$ cat config.mk
export PLATFORM = sky130hd
export DESIGN_NAME = dual_vic_top
export DESIGN_NICKNAME = d
export VERILOG_FILES = /design/src/rtl/vic_pkg.sv /design/src/rtl/vic_slot_bank.sv /design/src/rtl/vic_resolver.sv /design/src/rtl/dual_vic_top.sv
export SDC_FILE = /design/constraint.sdc
export NUM_CORES = 1
export LEC_CHECK = 0
export BUFFER_PORTS_ARGS = -buffer_cell sky130_fd_sc_hd__buf_2
export CORE_UTILIZATION = 31
export DETAILED_ROUTE_END_ITERATION = 10
export GPL_TIMING_DRIVEN = 0
export SLEW_MARGIN = 20
export SYNTH_ARGS = -nofsm -noshare
export SYNTH_HDL_FRONTEND = slang
export SYNTH_HIERARCHICAL = 1
export SYNTH_SLANG_ARGS = --single-unit
$ cat constraint.sdc
create_clock -name clk -period 8.8 [get_ports clk]
set_clock_uncertainty 0.05 [all_clocks]
set_input_delay 2.2 -clock clk [delete_from_list [all_inputs] [get_ports clk]]
set_output_delay 2.2 -clock clk [all_outputs]
set_load 0.05 [all_outputs]
$ cat src/rtl/vic_pkg.sv
// Shared constants and types for the dual vectored interrupt controller.
// Assumes 32 source lines per controller and an 11-bit vector word.
package vic_pkg;
    localparam int SRC_N  = 32;
    localparam int SEL_W  = $clog2(SRC_N);
    localparam int VEC_W  = 11;

    localparam logic [VEC_W-1:0] VEC_NONE = 11'h000;
    localparam logic [VEC_W-1:0] VEC_HIT  = 11'h100;
    localparam logic [VEC_W-1:0] VEC_UNVA = 11'h200;
    localparam logic [VEC_W-1:0] VEC_UNVB = 11'h400;

    typedef struct packed {
        logic             en;
        logic [SEL_W-1:0] sel;
    } slot_t;
endpackage

$ cat src/rtl/vic_slot_bank.sv
// Register bank of vector slots for one controller.
// Assumes writes are single-cycle strobes; reset clears every slot to disabled.
module vic_slot_bank
    import vic_pkg::*;
#(
    parameter int N_SLOTS = 16,
    localparam int IDX_W  = $clog2(N_SLOTS)
) (
    input  logic                    clk,
    input  logic                    rst_n,
    input  logic                    we,
    input  logic [IDX_W-1:0]        idx,
    input  logic                    wr_en,
    input  logic [SEL_W-1:0]        wr_sel,
    output slot_t [N_SLOTS-1:0]     slots
);
    for (genvar s = 0; s < N_SLOTS; s++) begin : g_slot
        // Load or clear one slot register.
        always_ff @(posedge clk) begin
            if (!rst_n)
                slots[s] <= '0;
            else if (we && (idx == IDX_W'(s)))
                slots[s] <= '{en: wr_en, sel: wr_sel};
        end
    end
endmodule

$ cat src/rtl/vic_resolver.sv
// Finds the lowest-index enabled slot whose selected line is set in stat.
// Assumes stat is already pending AND mask; purely combinational.
module vic_resolver
    import vic_pkg::*;
#(
    parameter int N_SLOTS = 16
) (
    input  slot_t [N_SLOTS-1:0] slots,
    input  logic  [SRC_N-1:0]   stat,
    output logic                hit,
    output logic  [SEL_W-1:0]   hit_sel
);
    // Scan from the highest slot down so that the lowest index wins.
    always_comb begin
        hit     = 1'b0;
        hit_sel = '0;
        for (int s = N_SLOTS - 1; s >= 0; s--) begin
            if (slots[s].en && stat[slots[s].sel]) begin
                hit     = 1'b1;
                hit_sel = slots[s].sel;
            end
        end
    end
endmodule

$ cat src/rtl/dual_vic_top.sv
// Two chained vectored interrupt controllers with one shared vector register.
// Priority: A vectored, B vectored, A unvectored, B unvectored.
// Assumes synchronous active-low reset; vec_addr lags the inputs by one edge.
module dual_vic_top
    import vic_pkg::*;
#(
    parameter int N_SLOTS = 16,
    localparam int IDX_W  = $clog2(N_SLOTS)
) (
    input  logic              clk,
    input  logic              rst_n,
    input  logic [SRC_N-1:0]  req_a,
    input  logic [SRC_N-1:0]  req_b,
    input  logic [SRC_N-1:0]  mask_a,
    input  logic [SRC_N-1:0]  mask_b,
    input  logic              cfg_we,
    input  logic              cfg_ctrl,
    input  logic [IDX_W-1:0]  cfg_slot,
    input  logic              cfg_en,
    input  logic [SEL_W-1:0]  cfg_sel,
    output logic              irq_out,
    output logic [VEC_W-1:0]  vec_addr,
    output logic [SRC_N-1:0]  stat_a,
    output logic [SRC_N-1:0]  stat_b
);
    localparam int N_CTRL = 2;

    logic [SRC_N-1:0] stat_c [N_CTRL];
    logic             hit_c  [N_CTRL];
    logic [SEL_W-1:0] sel_c  [N_CTRL];
    logic [VEC_W-1:0] vec_nxt;

    for (genvar c = 0; c < N_CTRL; c++) begin : g_ctrl
        slot_t [N_SLOTS-1:0] slots;

        // Raw status of this controller.
        assign stat_c[c] = (c == 0) ? (req_a & mask_a) : (req_b & mask_b);

        vic_slot_bank #(.N_SLOTS(N_SLOTS)) u_bank (
            .clk    (clk),
            .rst_n  (rst_n),
            .we     (cfg_we && (cfg_ctrl == 1'(c))),
            .idx    (cfg_slot),
            .wr_en  (cfg_en),
            .wr_sel (cfg_sel),
            .slots  (slots)
        );

        vic_resolver #(.N_SLOTS(N_SLOTS)) u_res (
            .slots   (slots),
            .stat    (stat_c[c]),
            .hit     (hit_c[c]),
            .hit_sel (sel_c[c])
        );
    end

    assign stat_a  = stat_c[0];
    assign stat_b  = stat_c[1];
    assign irq_out = (|stat_c[0]) || (|stat_c[1]);

    // Pick the overall winner and encode it.
    always_comb begin
        if (hit_c[0])
            vec_nxt = VEC_HIT | VEC_W'({1'b0, sel_c[0]});
        else if (hit_c[1])
            vec_nxt = VEC_HIT | VEC_W'({1'b1, sel_c[1]});
        else if (|stat_c[0])
            vec_nxt = VEC_UNVA;
        else if (|stat_c[1])
            vec_nxt = VEC_UNVB;
        else
            vec_nxt = VEC_NONE;
    end

    // Shared vector register, refreshed every cycle.
    always_ff @(posedge clk) begin
        if (!rst_n)
            vec_addr <= VEC_NONE;
        else
            vec_addr <= vec_nxt;
    end
endmodule

After elaboration in Yosys (flattened, before gate mapping)
Cells that the tools add are included.
{"block": "op_classes", "n_eq_ne": 15, "bitwise": 4, "n_mux": 132, "reduce_logical": 73, "order_cmp": 32}
{"operator": "< comparator 5 x 6 -> 1 bit (second input constant)", "count": 32}
{"operator": "binary-select mux 1 bit (select 5 bit)", "count": 32}
{"operator": "two-way mux 5 bit", "count": 32}
{"operator": "logical AND 1 bit", "count": 66}
{"operator": "AND 32 bit", "count": 2}
{"operator": "two-way mux 1 bit", "count": 64}
{"operator": "OR reduction 32 bit", "count": 2}
{"operator": "OR reduction 35 bit", "count": 1}
{"operator": "equality test 4 bit (second input constant)", "count": 8}
{"operator": "two-way mux 9 bit", "count": 2}
{"operator": "equality test 4 x 3 -> 1 bit (second input constant)", "count": 4}
{"operator": "two-way mux 11 bit", "count": 1}
{"operator": "two-way mux 10 bit", "count": 1}
{"operator": "equality test 4 x 2 -> 1 bit (second input constant)", "count": 2}
{"operator": "equality test 4 x 1 -> 1 bit (second input constant)", "count": 1}
{"operator": "zero test 4 bit", "count": 1}
{"operator": "OR reduction 3 bit", "count": 1}
{"operator": "NOT 1 bit", "count": 2}
{"operator": "OR reduction 2 bit", "count": 1}
{"operator": "logical OR 1 bit", "count": 1}
{"block": "totals", "output_inout_bits": 76, "ff_bits": 203, "in_bits": 142}

Depth between registers and ports, before layout
Gate-level depths: netlist of run 1.
{"block": "depth", "word_depth": 22, "depth_mapped": 14, "depth_no_buf": 12}

Hierarchy
The synthesis of run 1 kept the hierarchy.
{"module": "vic_resolver", "seq_area_each_um2": 0.0, "cells_each": 596, "instances": 2, "area_each_um2": 5715.5}
{"module": "vic_slot_bank", "seq_area_each_um2": 1921.8, "cells_each": 341, "instances": 2, "area_each_um2": 3510.9}
{"module": "dual_vic_top", "seq_area_each_um2": 180.2, "cells_each": 120, "instances": 1, "area_each_um2": 985.9}

Worst setup path before layout of run 1
No wires, ideal clock.
{"block": "synth_timing", "path_kind": "input port to output port", "from": "input req_b[23]", "to": "output irq_out", "stages": 4, "path_buffers": 0, "setup_slack_ns": 2.502, "t_arrival_ns": 4.048, "cell_sequence": "and2_1 or4_2 nor4_2 nand4_1"}
{"block": "synth_via", "elab_chain_cells": 3}
{"element": "start, declared", "line": "dual_vic_top.sv:13", "rtl": "input logic [SRC_N-1:0] req_b,"}
{"element": "AND 32 bit", "line": "dual_vic_top.sv:37", "rtl": "assign stat_c[c] = (c == 0) ? (req_a & mask_a) : (req_b & mask_b);"}
{"element": "OR reduction 32 bit", "line": "dual_vic_top.sv:59", "rtl": "assign irq_out = (|stat_c[0]) || (|stat_c[1]);"}
{"element": "logical OR 1 bit", "line": "dual_vic_top.sv:59"}
{"element": "end, declared", "line": "dual_vic_top.sv:21", "rtl": "output logic irq_out,"}
Every way passes these cells.

Worst setup path after layout of run 1
{"block": "layout_timing", "from": "input req_b[27]", "to": "output irq_out"}
Same word-level chain as after synthesis.

==> impl_metrics.tcl, run 1 <==
set metrics [dict create \
    dr.pass1.iters 6 \
    yosys.area_share.xor_xnor_pct 0 \
    synth_compound_area_share_pct 10.5 \
    die-area_um2 63700 \
    pwr-share-seq_pct 36.3 \
    crit_path_cell_trace "buf_2 > and2_1 > or4_1 > nor4_2 > nand4_1 > buf_2" \
    p_int_mw 1.73 \
    yosys.area_share.simple_pct 18.6 \
    rr_startpoint "g_ctrl[1].u_bank/slots[24]" \
    postCtsSetupBuffers 0 \
    die_y_um 252 \
    synth_seq_cells 201 \
    ant_nets 0 \
    cpPeakStageDelay_ps 710 \
    post-route-min-period_ps 6610 \
    cp.required_ps 6550 \
    hold_path.class "register to register" \
    tightest_slew_ps 1180 \
    crit_path_frequent_cell "buf_2" \
    startpoint "req_b[27]" \
    dp_hpwl_um 58900 \
    synth_fa_ha_area_share_pct 0 \
    path_buf_inv 2 \
    dieWidth_um 252 \
    clk_latency_ps 590 \
    ir_drop_v 0.000119 \
    first_iter_violations 2010 \
    area_growth_pct 15.4 \
    grt_pass1_wl_um 121000 \
    cp_num_cells 6 \
    p_leak_nw 7.94 \
    ios 218 \
    slew_viol_final 0 \
    relSlewSlack_pct 21.4 \
    syn_area_um2 19400 \
    r2r_slack_ps 4190 \
    critPathLaunchType "input pin" \
    crit_end "irq_out" \
    cap_violations 0 \
    rsz0062_at_grt "false" \
    syn_inst 1994 \
    grt_max_degree 15 \
    nets 2380 \
    clkPwrFrac_pct 42.8 \
    drive_gt1_share_pct 27.3 \
    routed_wl_um 83100 \
    ys_seq_area_share_pct 20.7 \
    setup.worst_path.end_class "output port" \
    cts.path.max_buffers 3 \
    critPathMaxFanout 9 \
    ctsHoldBuffers 0 \
    cts_sinks 201 \
    async_reset_ff_share_pct 0 \
    tns_ps 0 \
    hold_viol_final 0 \
    outcome "finished clean" \
    place_congestion 0.967 \
    fin_ws_ps 2190 \
    rows 91 \
    cts_tree "built" \
    reg2reg_depth 11 \
    muxShareOfSynthArea_pct 44.6 \
    switching_share_pct 32.2 \
    via_per_inst 6.19 \
    pwr-share-comb_pct 20.9 \
    fmax_mhz 151 \
    cp.arrival_ps 4360 \
    synth-edff-count 0 \
    synth-main-ff-cell "dfxtp_1" \
    synth_top_family_by_area "multiplexers" \
    route.vias.total 19170 \
    gr-usage-all-layers_pct 25.3 \
    ys_types 77 \
    drcViolationCount 0 \
    fp.coreArea_um2 61800 \
    overflow 0 \
    worstReg2RegEnd "vec_addr[3]" \
    fill_cells 6235 \
    min_period_over_period_pct 75.2 \
    antenna_found_initial 7 \
    cts_inserted_buffers 26 \
    cts-root-buf "clkbuf_16" \
    cp_slowest_cell "nor4_2" \
    place_ws_ps 2210 \
    start_util_pct 31.4 \
    critPathKind "input pin to output port" \
    p_total_mw 2.55 \
    setup_viol 0 \
    grt_pass1_vias 18474 \
    cpLargestDelayFamily "simple AND/OR/NAND/NOR gates" \
    hold_ws_ps 406 \
    cts.repair.resized 0 \
    io_buffers 215 \
    yosys_warnings 6 \
    switching_power_mw 0.820 \
    routedWlPerCell_um 26.8 \
    power.density_nw_per_um2 114 \
    avgSynthCellArea_um2 9.75 \
    htree_num_levels 1 \
    clk_pin_slew_ps 60 \
]
[flip-flops by register name (all words and copies together) (netlist names)]
signal               flops
g_ctrl.u_bank/slots    192
vec_addr                 9
[synth_stat cells (7+ instances only)]
library cell	number	share of area, %
inv_1	46	0.89
or3_1	10	0.32
dfxtp_1	201	21
nor2b_1	70	2.3
and2_4	10	0.45
a32oi_1	8	0.36
nor3_1	12	0.31
nand3b_1	12	0.46
nor2_2	18	0.58
or4_4	9	0.52
nand3_1	44	1.1
o21ai_0	19	0.49
nand2_1	298	5.8
a221o_1	8	0.41
mux2i_1	302	16
and3_1	10	0.32
nand4_1	7	0.23
a21oi_1	37	0.95
mux4_2	218	25
a41oi_1	14	0.63
clkbuf_1	138	2.7
nand2b_1	18	0.58
buf_6	9	0.52
o21bai_1	10	0.39
nor2_1	76	1.5
mux4_1	16	2.2
or4_1	10	0.39
and2_1	69	2.2
a22o_1	14	0.63
mux2_2	20	1.2
a22oi_1	42	1.6
mux2_1	8	0.46
buf_2	44	1.1
a211oi_1	12	0.46
a31oi_1	18	0.58
[through the flow]
stage / area (um2) / instances / util (%)
floorplan: 19400 / 1995 / -
global placement: 21600 / 3047 / 34.9
global route: 22400 / 3094 / 36.3
finish: 22400 / 3095 / 36.3
CTS: 22400 / 3091 / 36.3
detailed placement: 21600 / 3047 / 34.9
[power groups by stage]
stage          Sequential [mW]  Clock (mW)  Combinational (mW)
2_1_floorplan            0.944           0               0.315
5_1_grt                  0.925        1.14               0.541
3_3_place_gp             0.944           0               0.505
3_5_place_dp             0.944           0               0.511
6_report                 0.924        1.09               0.532
4_1_cts                  0.924        1.11               0.512
[placed cells by master, fill, tap and decap left out, types with 14 or more instances in the layout]
master | synthesis | final
nand2_1 | 298 | 298
a21oi_1 | 37 | 37
mux4_2 | 218 | 218
inv_1 | 46 | 46
mux2_2 | 20 | 20
clkbuf_1 | 138 | 139
nand3_1 | 44 | 44
a31oi_1 | 18 | 18
clkbuf_16 | 0 | 26
and2_1 | 69 | 69
a22o_1 | 14 | 14
dfxtp_1 | 201 | 201
o21ai_0 | 19 | 19
mux4_1 | 16 | 16
nand2b_1 | 18 | 18
mux2i_1 | 302 | 302
buf_2 | 44 | 259
a41oi_1 | 14 | 14
a22oi_1 | 42 | 42
nor2_2 | 18 | 18
nor2_1 | 76 | 76
nor2b_1 | 70 | 70
[worst min-delay path, delay by kind of cell, from the launching register on]
kind / cells / cell delay, ps
DFF: 1 / 310
muxes: 1 / 50
and+or+nand+nor: 1 / 50
[cell families after synthesis]
family	count (synthesis)
AO/OA/AOI/OAI	266
AND/OR/NAND/NOR	713
other	1
flip-flops	201
buffers and inverters	249
multiplexers	564
[area by class of cell]
type | count | area [um2] | area share (%)
tap | 837 | 1050 | 4.67
clock inverter | 17 | 194 | 0.865
sequential | 201 | 4020 | 17.9
timing repair buffer | 215 | 1080 | 4.80
inverter | 46 | 173 | 0.770
antenna | 4 | 10.0 | 0.0446
multi-input combinational | 1545 | 14300 | 63.9
buffer | 203 | 907 | 4.05
clock buffer | 27 | 654 | 2.92
[per-layer routing]
metal / share of wire, % / vias up / global-route usage, %
met3: 11 / 317 / 5.70
met4: 5.7 / 0 / 13.0
li1: - / 8064 / -
met5: 0 / - / 0
met1: 37 / 9399 / 31.1
met2: 46 / 1390 / 41.2
[worst min path at each step]
stage / startpoint / endpoint / slack [ps] / depth (start not counted)
3_5_place_dp: g_ctrl[1].u_bank/slots[66] / g_ctrl[1].u_bank/slots[66] / 400 / 2
2_1_floorplan: g_ctrl[0].u_bank/slots[18] / g_ctrl[0].u_bank/slots[18] / 380 / 2
4_1_cts: g_ctrl[1].u_bank/slots[66] / g_ctrl[1].u_bank/slots[66] / 410 / 2
3_3_place_gp: g_ctrl[0].u_bank/slots[66] / g_ctrl[0].u_bank/slots[66] / 390 / 2
5_1_grt: g_ctrl[1].u_bank/slots[66] / g_ctrl[1].u_bank/slots[66] / 420 / 2
6_report: g_ctrl[1].u_bank/slots[66] / g_ctrl[1].u_bank/slots[66] / 410 / 2
(Power assumes the default switching activity.)
==> run 2, diff against run 1 <==
- clock period: 8.8 -> 6.3 ns (I/O delays scaled with it)
==> run 2 against run 1 <==
Compared with the run above: hold slack got worse by 1.1 ps; via count decreased by 0.16%; sequential power increased by 40%; sequential cell count unchanged; core utilization unchanged; sequential share of layout area unchanged; largest cell class unchanged; highest routed layer unchanged; routed wire length about the same; design area unchanged; combinational power increased by 39%; critical path depth increased by 7; register-to-register slack got worse by 2500 ps; clock power increased by 40%.
==> impl_metrics.tcl, run 2 (synthesized netlist as in run 1, its figures left out) <==
set metrics [dict create \
    outcome "finished clean" \
    largest_register_ff_count 192 \
    fmax_mhz 176 \
    hold_path.class "register to register" \
    antenna_found_initial 7 \
    drive_gt1_share_pct 27.3 \
    cts.path.max_buffers 3 \
    dp_hpwl_um 58900 \
    cts_sinks 201 \
    tns_ps 0 \
    gr-usage-all-layers_pct 25.3 \
    area_growth_pct 15.4 \
    critPathLaunchType "input pin" \
    first_iter_violations 2152 \
    layout_commonest_cell "mux2i_1" \
    clk_pin_slew_ps 60 \
    die-area_um2 63700 \
    slew_viol_final 0 \
    grt_pass1_vias 18488 \
    fp.coreArea_um2 61800 \
    cts_inserted_buffers 26 \
    post-route-util_pct 36.3 \
    htree_num_levels 1 \
    p_leak_nw 7.94 \
    layout_common_cells "mux2i_1 (302), nand2_1 (298), buf_2 (259)" \
    relSlewSlack_pct 22.9 \
    ir_drop_v 0.000167 \
    nets 2380 \
    cap_violations 0 \
    pwr-share-comb_pct 20.8 \
    routedWlPerCell_um 26.8 \
    ctsHoldBuffers 0 \
    top_regs "g_ctrl.u_bank/slots (192), vec_addr (9)" \
    cp.required_ps 6770 \
    switching_share_pct 32.2 \
    ant_nets 0 \
    hold_viol_final 0 \
    rsz0062_at_grt "false" \
    drcViolationCount 0 \
    clk_latency_ps 590 \
    fin_area_um2 22400 \
    critPathMaxFanout 10 \
    critPathKind "input pin to register" \
    routed_wl_um 83000 \
    grt_max_degree 15 \
    post-route-min-period_ps 5680 \
    pwr-share-seq_pct 36.3 \
    via_per_inst 6.18 \
    overflow 0 \
    hold_ws_ps 405 \
    ios 218 \
    dr.pass1.iters 6 \
    post_dp_cell_area_um2 21600 \
    cts-root-buf "clkbuf_16" \
    io_buffers 215 \
    switching_power_mw 1.15 \
    start_util_pct 31.4 \
    postCtsSetupBuffers 0 \
    die_y_um 252 \
    fill_cells 6237 \
    grt_pass1_wl_um 120000 \
    fin_ws_ps 616 \
    cp.arrival_ps 6150 \
    setup.worst_path.end_class "register" \
    ff_latch_area_um2 4020 \
    min_period_over_period_pct 90.2 \
    clkPwrFrac_pct 42.9 \
    cts.repair.resized 0 \
    route.vias.total 19140 \
    power.density_nw_per_um2 159 \
    place_ws_ps 332 \
    place_congestion 0.967 \
    setup_viol 0 \
    cts_tree "built" \
    rows 91 \
    tightest_slew_ps 1160 \
    p_int_mw 2.41 \
    multi_input_area_um2 14300 \
    regMostFlops "g_ctrl.u_bank/slots" \
    dieWidth_um 252 \
]
-- run 2: worst paths after layout --
kind / start / end / slack, ps / cells past startpoint
max reg2reg: g_ctrl[1].u_bank/slots[24] / vec_addr[3] / 1690 / 11
min: g_ctrl[1].u_bank/slots[66] / g_ctrl[1].u_bank/slots[66] / 410 / 2
min reg2reg: g_ctrl[1].u_bank/slots[66] / g_ctrl[1].u_bank/slots[66] / 410 / 2
max: req_b[29] / vec_addr[2] / 620 / 13
-- run 2: cell type report --
type,count,share of cell area [%]
flip-flops and latches,201,17.9
repair buffers,215,4.80
clock buffers,27,2.92
inverters,46,0.770
multi-input cells,1545,63.9
diodes,4,0.0446
well taps,837,4.67
clock inverters,17,0.865
plain buffers,203,4.05
-- run 2: routing by layer --
layer	wire length, um	vias up	GRT usage [%]
li1	-	8048	-
met5	0	-	0
met4	4730	0	13.2
met2	38000	1378	41.0
met3	9130	299	5.76
met1	31200	9415	31.2
-- run 2: power groups by stage --
| stage | clock, mW | sequential [mW] | combinational (mW) |
|---|---|---|---|
| final | 1.53 | 1.29 | 0.741 |
| after global routing | 1.60 | 1.29 | 0.756 |
| after CTS | 1.55 | 1.29 | 0.716 |
| after detailed placement | 0 | 1.32 | 0.714 |
| after global placement | 0 | 1.32 | 0.705 |
| after floorplan | 0 | 1.32 | 0.440 |
-- run 2: worst max-delay path, cell delays in order --
cell and delay (ps):
buf_2 70, and2_1 460, clkbuf_1 670, mux4_2 390, mux2i_1 70, mux2_2 310
o22ai_1 560, nand3b_1 240, a311oi_1 470, a211oi_1 130, o41ai_1 750, a22oi_1 250
nor2b_1 170
-- run 2: per-stage QoR --
step,instances,power (mW)
6_report,3095,3.56
5_1_grt,3094,3.65
4_1_cts,3091,3.55
3_5_place_dp,3047,2.03
3_3_place_gp,3047,2.02
2_1_floorplan,1995,1.76
